$ cat config.mk
export PLATFORM = sky130hd
export DESIGN_NAME = usb_ep_irq_status
export DESIGN_NICKNAME = d
export VERILOG_FILES = /design/src/rtl/usb_ep_irq_pkg.sv /design/src/rtl/usb_ep_irq_evt.sv /design/src/rtl/usb_ep_irq_flag.sv /design/src/rtl/usb_ep_irq_status.sv
export SDC_FILE = /design/constraint.sdc
export NUM_CORES = 1
export LEC_CHECK = 0
export ABC_AREA = 1
export CORE_MARGIN = 5
export CORE_UTILIZATION = 35
export DETAILED_ROUTE_END_ITERATION = 8
export DONT_BUFFER_PORTS = 1
export MAX_ROUTING_LAYER = met4
export RECOVER_POWER = 25
export SLEW_MARGIN = 25
export SYNTH_ARGS = -nofsm -noshare
export SYNTH_HDL_FRONTEND = slang
export SYNTH_SLANG_ARGS = --single-unit
$ cat constraint.sdc
create_clock -name clk -period 1.8 [get_ports clk]
set_input_delay 0 -clock clk [delete_from_list [all_inputs] [get_ports clk]]
set_output_delay 0 -clock clk [all_outputs]
set_load 0.01 [all_outputs]
$ cat src/rtl/usb_ep_irq_pkg.sv
package usb_ep_irq_pkg;
   localparam int NFLAG   = 7;
   localparam int F_LOW   = 0;
   localparam int F_EOT   = 1;
   localparam int F_EOF   = 2;
   localparam int F_DREQ  = 3;
   localparam int F_MDREQ = 4;
   localparam int F_SOF   = 5;
   localparam int F_MSOF  = 6;

   typedef enum logic [1:0] {
      EP_CTRL = 2'd0,
      EP_ISO  = 2'd1,
      EP_BULK = 2'd2,
      EP_INTR = 2'd3
   } ep_kind_e;
endpackage

$ cat src/rtl/usb_ep_irq_evt.sv
module usb_ep_irq_evt
   import usb_ep_irq_pkg::*;
#(
   parameter int CNT_W = 8,
   parameter int PKT_W = 7
) (
   input  logic [1:0]       ep_type,
   input  logic [PKT_W-1:0] max_pkt,
   input  logic [CNT_W-1:0] alarm,
   input  logic [CNT_W-1:0] count,
   input  logic             done,
   input  logic             setup,
   input  logic [PKT_W-1:0] len,
   input  logic             ok,
   input  logic             eof_in,
   input  logic             sof_in,
   input  logic [NFLAG-1:0] cur,
   output logic [NFLAG-1:0] set_vec
);
   ep_kind_e kind;
   logic     short_pkt;
   logic     data_done;
   logic     eot_hit;
   logic     setup_hit;

   assign kind      = ep_kind_e'(ep_type);
   assign short_pkt = (len == '0) || (len < max_pkt);
   assign data_done = done && !setup;
   assign setup_hit = done && setup;

   always_comb begin
      unique case (kind)
         EP_INTR: eot_hit = data_done;
         EP_ISO:  eot_hit = data_done && ok;
         default: eot_hit = data_done && short_pkt;
      endcase
   end

   always_comb begin
      set_vec          = '0;
      set_vec[F_LOW]   = count < alarm;
      set_vec[F_EOT]   = eot_hit;
      set_vec[F_EOF]   = eof_in;
      set_vec[F_DREQ]  = setup_hit;
      set_vec[F_MDREQ] = setup_hit && cur[F_DREQ];
      set_vec[F_SOF]   = sof_in;
      set_vec[F_MSOF]  = sof_in && cur[F_SOF];
   end
endmodule

$ cat src/rtl/usb_ep_irq_flag.sv
module usb_ep_irq_flag (
   input  logic clk,
   input  logic rst,
   input  logic set,
   input  logic clr,
   output logic q
);
   always_ff @(posedge clk) begin
      if (rst)
         q <= 1'b0;
      else if (set)
         q <= 1'b1;
      else if (clr)
         q <= 1'b0;
   end
endmodule

$ cat src/rtl/usb_ep_irq_status.sv
module usb_ep_irq_status
   import usb_ep_irq_pkg::*;
#(
   parameter int CNT_W   = 8,
   parameter int PKT_W   = 7,
   parameter bit REG_IRQ = 1'b0
) (
   input  logic             clk,
   input  logic             rst,
   input  logic [1:0]       cfg_ep_type,
   input  logic [PKT_W-1:0] cfg_max_pkt,
   input  logic [CNT_W-1:0] cfg_alarm,
   input  logic [CNT_W-1:0] fifo_count,
   input  logic             pkt_done,
   input  logic             pkt_setup,
   input  logic [PKT_W-1:0] pkt_len,
   input  logic             pkt_ok,
   input  logic             eof_mark,
   input  logic             sof_evt,
   input  logic             clr_we,
   input  logic [NFLAG-1:0] clr_data,
   input  logic [NFLAG-1:0] irq_mask,
   output logic [NFLAG-1:0] flags,
   output logic             irq
);
   generate
      if (CNT_W < 1 || CNT_W > 16) begin : g_bad_cnt
         $error("CNT_W out of range");
      end
      if (PKT_W < 1 || PKT_W > 11) begin : g_bad_pkt
         $error("PKT_W out of range");
      end
   endgenerate

   logic [NFLAG-1:0] set_vec;
   logic [NFLAG-1:0] clr_vec;
   logic             irq_any;

   assign clr_vec = clr_we ? clr_data : '0;

   usb_ep_irq_evt #(.CNT_W(CNT_W), .PKT_W(PKT_W)) u_evt (
      .ep_type (cfg_ep_type),
      .max_pkt (cfg_max_pkt),
      .alarm   (cfg_alarm),
      .count   (fifo_count),
      .done    (pkt_done),
      .setup   (pkt_setup),
      .len     (pkt_len),
      .ok      (pkt_ok),
      .eof_in  (eof_mark),
      .sof_in  (sof_evt),
      .cur     (flags),
      .set_vec (set_vec)
   );

   generate
      for (genvar i = 0; i < NFLAG; i++) begin : g_flag
         usb_ep_irq_flag u_flag (
            .clk (clk),
            .rst (rst),
            .set (set_vec[i]),
            .clr (clr_vec[i]),
            .q   (flags[i])
         );
      end
   endgenerate

   assign irq_any = |(flags & irq_mask);

   generate
      if (REG_IRQ) begin : g_irq_reg
         logic irq_q;
         always_ff @(posedge clk) begin
            if (rst) irq_q <= 1'b0;
            else     irq_q <= irq_any;
         end
         assign irq = irq_q;
      end else begin : g_irq_comb
         assign irq = irq_any;
      end
   endgenerate
endmodule

**Word-level counts from Yosys, hierarchy flattened**

Cells that the tools add are included.
W data, S select, Z words.

- Input port bits: 54
- Output and inout bits: 8
- Bits in registers: 7
- Logic and storage cells: 45

- Eq/ne operators: 2
- $lt $le $gt $ge: 2
- Muxes and demuxes: 16
- Reductions and logical operators: 17
- Bitwise gates (word level): 1

Operator list:

| operator | count |
|---|---|
| $mux W1 | 14 |
| $reduce_bool A2 Y1 | 7 |
| $lt A8 B8 Y1 | 1 |
| $and A7 B7 Y7 | 1 |
| $logic_not A7 Y1 | 1 |
| $lt A7 B7 Y1 | 1 |
| $mux W7 | 1 |
| $reduce_or A7 Y1 | 1 |
| $logic_and A1 B1 Y1 | 6 |
| $eq A2 B1 Y1 const B | 1 |
| $eq A2 B2 Y1 const B | 1 |
| $pmux W1 S2 | 1 |
| $logic_not A1 Y1 | 1 |
| $logic_or A1 B1 Y1 | 1 |

**Longest topological paths before layout**

Gate-level depths: netlist of run 1.

- Word-level depth: 5
- Mapped depth: 11
- Mapped depth without buffers: 11

**Hierarchy**

Synthesis of run 1 repeated with hierarchy kept, for this count alone.

- Cell total of the unflattened synthesis: 148
- Area, all modules: 854.6 um^2

Modules (own cells, without submodules):

| module | area each (um^2) | times used | cells each | sequential area each (um^2) |
|---|---|---|---|---|
| usb_ep_irq_evt | 469.2 | 1 | 85 | 0.0 |
| usb_ep_irq_flag | 40.0 | 7 | 5 | 20.0 |
| usb_ep_irq_status | 105.1 | 1 | 28 | 0.0 |

**Least setup slack after synthesis of run 1**

No wires, ideal clock.

- Path type: in2reg
- Start: in cfg_max_pkt[6]
- End: reg g_flag[1].u_flag.q
- Data arrival time: 792 ps
- Library setup time: 66 ps
- Path slack: 942 ps
- Required time: 1734 ps
- Stages: 9
- Path buffers: 0
- Cell sequence: inv_1 ha_1 nand2_1 inv_1 a21oi_2 nand2_1 nand2_1 nand2_1 a21oi_2

- Word-level cells in the longest chain between the ends: 5
- Elaborated cells on any way between the ends: 6
- Those cells by class: order compare (1); mux (2); reduce/logical (3)

Ends and longest elaborated chain:

| item | RTL line | source |
|---|---|---|
| from (decl) | usb_ep_irq_status.sv:11 | `input logic [PKT_W-1:0] cfg_max_pkt,` |
| $lt A7 B7 Y1 * | usb_ep_irq_evt.sv:27 | `assign short_pkt = (len == '0) \|\| (len < max_pkt);` |
| $logic_or A1 B1 Y1 * | usb_ep_irq_evt.sv:27 |  |
| $logic_and A1 B1 Y1 * | usb_ep_irq_evt.sv:35 | `default: eot_hit = data_done && short_pkt;` |
| $pmux W1 S2 * | usb_ep_irq_evt.sv:32 | `unique case (kind)` |
| $mux W1 or $reduce_bool A2 Y1 (tied branches) | n/a |  |
| to (signal assigned) | usb_ep_irq_flag.sv:10 | `q <= 1'b0;` |
| to (signal assigned) | usb_ep_irq_flag.sv:12 | `q <= 1'b1;` |
| to (signal assigned) | usb_ep_irq_flag.sv:14 | `q <= 1'b0;` |
| to (decl) | usb_ep_irq_flag.sv:6 | `output logic q` |

Mark *: on every way between the ends. The rest lies on a longest branch, timed or not.
A chain may end at the register's enable or synchronous reset.

**Final worst setup path of run 1**

- Start: in pkt_done
- End: reg g_flag[3].u_flag.q

- Word-level cells in the longest chain between the ends: 2
- Elaborated cells on any way between the ends: 3
- Those cells by class: mux (1); reduce/logical (2)

Ends and longest elaborated chain:

| item | RTL line | source |
|---|---|---|
| from (decl) | usb_ep_irq_status.sv:14 | `input logic pkt_done,` |
| $logic_and A1 B1 Y1 * | usb_ep_irq_evt.sv:29 | `assign setup_hit = done && setup;` |
| $mux W1 or $reduce_bool A2 Y1 (tied branches) | n/a |  |
| to (signal assigned) | usb_ep_irq_flag.sv:10 |  |
| to (signal assigned) | usb_ep_irq_flag.sv:12 |  |
| to (signal assigned) | usb_ep_irq_flag.sv:14 |  |
| to (decl) | usb_ep_irq_flag.sv:6 |  |

Marked as above.

==> results of run 1 <==
==> power by group <==
group	switching (mW)	leakage, nW	internal [mW]
sequential	0.0152	0.0579	0.166
combinational	0.0633	0.432	0.0670
clock	0.0540	0.0150	0.0844
total	0.133	0.505	0.317
==> metrics by stage <==
| stage | cell area, µm² | util (%) | setup WS [ns] | power [mW] |
|---|---|---|---|---|
| 2_1_floorplan | 754 | - | 0.942 | 0.282 |
| 3_3_place_gp | 736 | 36.8 | 0.864 | 0.282 |
| 3_5_place_dp | 736 | 36.8 | 0.871 | 0.287 |
| 4_1_cts | 902 | 45.1 | 0.176 | 0.458 |
| 5_1_grt | 902 | 45.1 | 0.109 | 0.493 |
| 6_report | 902 | 45.1 | 0.144 | 0.450 |
==> cell families (layout without fill, tap and decap cells) <==
family	count (synthesis)	in the layout	synth area share, %
buffers and inverters	30	41	18.4
AO/OA/AOI/OAI	15	15	12.1
adder cells (fa/ha/maj)	13	13	21.6
flip-flops	7	7	18.6
AND/OR/NAND/NOR	58	58	29.4
==> layout by cell type, fill, tap and decap left out, drive strengths merged <==
cell type and instances:
nand2 46, inv 23, dlygate4sd3 14, ha 13
a21oi 12, nor2 10, dfxtp 7, clkbuf 4
a221oi 1, nand4 1, o21a 1, a211oi 1
nand3 1
==> worst max-delay path, delay by kind of cell <==
family	cells	cell delay [ns]
AO/OA/AOI/OAI	1	0.15
buffers and inverters	3	1.65
AND/OR/NAND/NOR	1	0.05
==> cell type report <==
type	instances	area share [%]
sequential	7	15.5
multi-input combinational	86	52.7
inverter	23	9.57
timing repair buffer	14	15.5
clock buffer	4	2.91
tap	27	3.74
==> worst max-delay path by stage <==
| stage | slack [ns] | to | from | cells past startpoint |
|---|---|---|---|---|
| after floorplan | 0.94 | g_flag[1].u_flag.q$_SDFFE_PP0P_ | cfg_max_pkt[6] | 9 |
| after global placement | 0.86 | irq | g_flag[6].u_flag.q$_SDFFE_PP0P_ | 4 |
| after detailed placement | 0.87 | irq | g_flag[6].u_flag.q$_SDFFE_PP0P_ | 4 |
| after CTS | 0.18 | g_flag[3].u_flag.q$_SDFFE_PP0P_ | pkt_done | 5 |
| after global routing | 0.11 | g_flag[3].u_flag.q$_SDFFE_PP0P_ | pkt_done | 5 |
| final | 0.14 | g_flag[3].u_flag.q$_SDFFE_PP0P_ | pkt_done | 5 |
==> layer usage <==
metal / up-vias / global-route usage [%]
met1: 317 / 10.6
met2: 37 / 23.4
met4: 0 / 4.07
met5: - / -
met3: 0 / 6.42
li1: 395 / -
==> metrics.cfg, run 1 <==
[synth]
syn-cell-area_um2=754
ys.flop_type=dfxtp_1
synth_top_cell_by_area=nand2_1
yosys-top-cells-count=46 x nand2_1, 23 x inv_1, 13 x ha_1
ys_ff_latch=7
synth_top_area_share_pct=22.9
yosysMostFrequentCell=nand2_1
async_flop_share_pct=0
ys_top_cells_by_area=nand2_1 23%, ha_1 22%, dfxtp_1 19%
syn-num-nets=190
ys_seq_area_share_pct=18.6
synthDistinctLibCells=13
synth_edf_count=0
synthesis.instances=123
synth_area_per_cell_um2=6.13
yosysWarnings=0

[cells_and_area]
nets=202
regMostFlops=g_flag.u_flag.q
drive_gt1_share_pct=3.73
fill_cells=221
areaGrowthSynthToFinish_pct=19.6
regArea_um2=140
instances_no_fill=161
diodes=0
multi_input_area_um2=475
largest_reg_flops=7
layout_top_registers=g_flag.u_flag.q: 7 flops

[place]
gp_congestion=0.697
placed_cells=143
hpwl_um=1560
port_buffers=0

[grt]
grt_pass1_wl_um=3180
antenna_found_initial=0
grt_max_degree=8
grt_pass1_vias=777
grt.total_usage_pct=12.5
grt_overflow_total=0

[sta]
rsz0062_at_grt=no
min_period_over_period_pct=92.0
final-hold-violation-count=0
slew_headroom_pct=79.6
fin_hold_ws_ns=0.168
worst_slew_pin_slew_ns=0.305
skew_ns=0.000158
fmax_ghz=0.604
slew_viol_final=0
period_needed_ns=1.66
tns_ns=0
setup_viol_count_final=0

[drt]
totalWireLength_um=1920
drc=0
drt_iter0_markers=10
postRouteAntennaNets=0
vias=749
top_layer=met3
route.met3.wl_um=235
wl_met2_um=1070
vias_per_cell=4.65
m1WireLength_um=616
firstDrtPassIters=4
wl_per_cell_um=12.0

[critical_path]
startpoint_type=input pin
worstPathArrival_ns=1.85
rr_startpoint=g_flag[3].u_flag.q$_SDFFE_PP0P_
crit_chain=dlygate4sd3_1 -> nand2_1 -> dlygate4sd3_1 -> a21oi_1 -> dlygate4sd3_1
crit_required_ns=1.99
path_max_fanout=2
cpMostUsedCell=dlygate4sd3_1
reg2reg_slack_ns=0.52
crit-reg2reg-capture=g_flag[4].u_flag.q$_SDFFE_PP0P_
reg2regPathDepth=3
cp_slowest_cell=dlygate4sd3_1
max_stage_delay_ns=0.55
critPathKind=input pin to flip-flop
crit_path_end_kind=flip-flop

[clocking]
cts_resized=0
clk_root_buffer_cell=clkbuf_4
cts.clk_slew.worst_paths_ns=0.05
clkSinkCount=7
clk_latency_ns=0.24
cts_setup_buffers=0
h-tree-depth=1
cts_tree=built
cts_buffers=3
clockBufferDepth=2
cts-hold-fix-buffers=14

[power_and_ir_drop]
pwr_density_cell_mw_per_mm2=498
vdd_ir_drop_max_mv=0.247
p_leak_nw=0.505

[floorplan]
pin_count=62
start_util_pct=37.7
row_count=16
die_area_mm2=0.00318
coreArea_mm2=0.00200
die_h_um=56.4
fp.dieW_um=56.4

[run]
drv_cap=0

[hold_path]
hold_depth=2
worstHoldStart=irq_mask[0]
holdPathEnd=irq
hold_path.class=input pin to primary output

[outcome]
status=finished clean

No activity file was read; power rests on OpenSTA's default activity.
==> inputs of run 2 (changes only) <==
Settings changed: CORE_UTILIZATION 35 to 45.
==> metrics.cfg, run 2 (synthesized netlist as in run 1, its figures left out) <==
[critical_path]
cp-endpoint=g_flag[4].u_flag.q$_SDFFE_PP0P_
worstSetupPathDepth=3  ; -2
crit_required_ns=1.99  ; about the same
crit_path_end_kind=flip-flop
rr_startpoint=g_flag[3].u_flag.q$_SDFFE_PP0P_
cp_slowest_cell=dlygate4sd3_1
cp_top_family=buffers and inverters
worst-path-buf-inv=1  ; -2
path_max_fanout=4  ; +2
worstPathArrival_ns=1.50  ; -0.35 ns
reg2regPathDepth=3  ; unchanged
crit-reg2reg-capture=g_flag[4].u_flag.q$_SDFFE_PP0P_
startpoint=g_flag[3].u_flag.q$_SDFFE_PP0P_
max_stage_delay_ns=0.57  ; +0.02 ns
startpoint_type=flip-flop
critPathKind=flip-flop to flip-flop
reg2reg_slack_ns=0.49  ; -0.03 ns
crit_chain=nand3_1 -> dlygate4sd3_1 -> a21oi_1

[sta]
period_needed_ns=1.31  ; -0.344 ns
timing.final.ws_setup_ns=0.488  ; +0.344 ns
min_period_over_period_pct=72.9  ; -19 points
tns_ns=0  ; unchanged
slew_headroom_pct=79.1  ; -0.48 points
final-hold-violation-count=0  ; unchanged
slew_viol_final=0  ; unchanged
skew_ns=0.0000460  ; -0.000112 ns
rsz0062_at_grt=no
fin_hold_ws_ns=0.152  ; -0.0160 ns
worst_slew_pin_slew_ns=0.313  ; +0.00719 ns
setup_viol_count_final=0  ; unchanged
fmax_ghz=0.762  ; +26%

[drt]
vias=738  ; -1.5%
postRouteAntennaNets=0  ; unchanged
drt_iter0_markers=9  ; -1
drc=0  ; unchanged
totalWireLength_um=1750  ; -8.8%
firstDrtPassIters=4  ; unchanged
vias_per_cell=4.92  ; +5.8%
wl_per_cell_um=11.7  ; -2.2%

[grt]
grt.total_usage_pct=14.3  ; +1.7 points
grt_max_degree=8  ; unchanged
grt_pass1_wl_um=2870  ; -9.7%
grt_overflow_total=0  ; unchanged
grt_pass1_vias=754  ; -3.0%
antenna_found_initial=0  ; unchanged

[place]
port_buffers=0  ; unchanged
placed_area_um2=722  ; -1.9%
gp_congestion=0.614  ; -12%
hpwl_um=1410  ; -10%
post-place-ws_ns=0.889  ; +0.0176 ns

[cells_and_area]
fin_area_um2=888  ; -1.5%
regArea_um2=140  ; unchanged
final_cell_mix=46 x nand2_1, 23 x inv_1, 14 x dlygate4sd3_1
areaGrowthSynthToFinish_pct=17.7
layout_top_registers=g_flag.u_flag.q: 7 flops
regMostFlops=g_flag.u_flag.q
fill_cells=149  ; -33%
drive_gt1_share_pct=3.73  ; unchanged
largest_reg_flops=7  ; unchanged
final_common_cell=nand2_1
multi_input_area_um2=475  ; unchanged
nets=202  ; unchanged
diodes=0  ; unchanged

[clocking]
cts_setup_buffers=0  ; unchanged
clockBufferDepth=2  ; unchanged
clk_latency_ns=0.25  ; about the same
cts_resized=0  ; unchanged
clkSinkCount=7  ; unchanged
cts-hold-fix-buffers=14  ; unchanged
cts_tree=built
h-tree-depth=1  ; unchanged
cts_buffers=3  ; unchanged
clk_root_buffer_cell=clkbuf_4
cts.clk_slew.worst_paths_ns=0.06  ; about the same

[hold_path]
worstHoldStart=fifo_count[7]
hold_path.class=input pin to flip-flop

[run]
drv_cap=0  ; unchanged

[floorplan]
fp.dieW_um=50.9  ; -9.7%
row_count=14  ; -2
coreArea_mm2=0.00154  ; -23%
die_area_mm2=0.00260  ; -18%
die_h_um=50.9  ; -9.7%
pin_count=62  ; unchanged
start_util_pct=48.9  ; +11 points

[power_and_ir_drop]
p_total_mw=0.456  ; +1.4%
p_leak_nw=0.501  ; -0.75%
pwr_density_cell_mw_per_mm2=513  ; +2.9%
vdd_ir_drop_max_mv=0.343  ; +39%

[outcome]
status=finished clean

-- run 2: report_power, final --
group / switching (mW) / total [mW] / internal (mW)
Clock: 0.0621 / 0.147 / 0.0849
Combinational: 0.0614 / 0.128 / 0.0669
Sequential: 0.0149 / 0.180 / 0.166
Total: 0.138 / 0.456 / 0.317
-- run 2: layout make-up --
type / count / area share [%]
Clock buffer: 4 / 2.96
Multi-Input combinational cell: 86 / 53.5
Tap cell: 16 / 2.25
Sequential cell: 7 / 15.8
Inverter: 23 / 9.72
Timing Repair Buffer: 14 / 15.8
-- run 2: metrics by stage --
stage / std cells / util, %
floorplan: 123 / -
global placement: 132 / 46.8
detailed placement: 132 / 46.8
CTS: 150 / 57.6
global route: 150 / 57.6
finish: 150 / 57.6
-- run 2: metal layers --
layer	track usage (%)	wire [µm]
met5	-	0
met4	6.38	10
met3	3.49	173
met2	22.3	807
met1	17.2	763
-- run 2: worst min path at each step --
stage / to / slack [ns] / cells past startpoint
global route: irq / 0.20 / 2
floorplan: g_flag[1].u_flag.q$_SDFFE_PP0P_ / 0.06 / 1
CTS: g_flag[0].u_flag.q$_SDFFE_PP0P_ / 0.15 / 5
detailed placement: g_flag[1].u_flag.q$_SDFFE_PP0P_ / 0.06 / 1
global placement: g_flag[1].u_flag.q$_SDFFE_PP0P_ / 0.06 / 1
finish: g_flag[0].u_flag.q$_SDFFE_PP0P_ / 0.15 / 5
-- run 2: worst register-to-register path, cell delays in order, from the launching register on --
cell and delay [ns]:
dfxtp_1 0.44, nand3_1 0.09, dlygate4sd3_1 0.57, a21oi_1 0.14
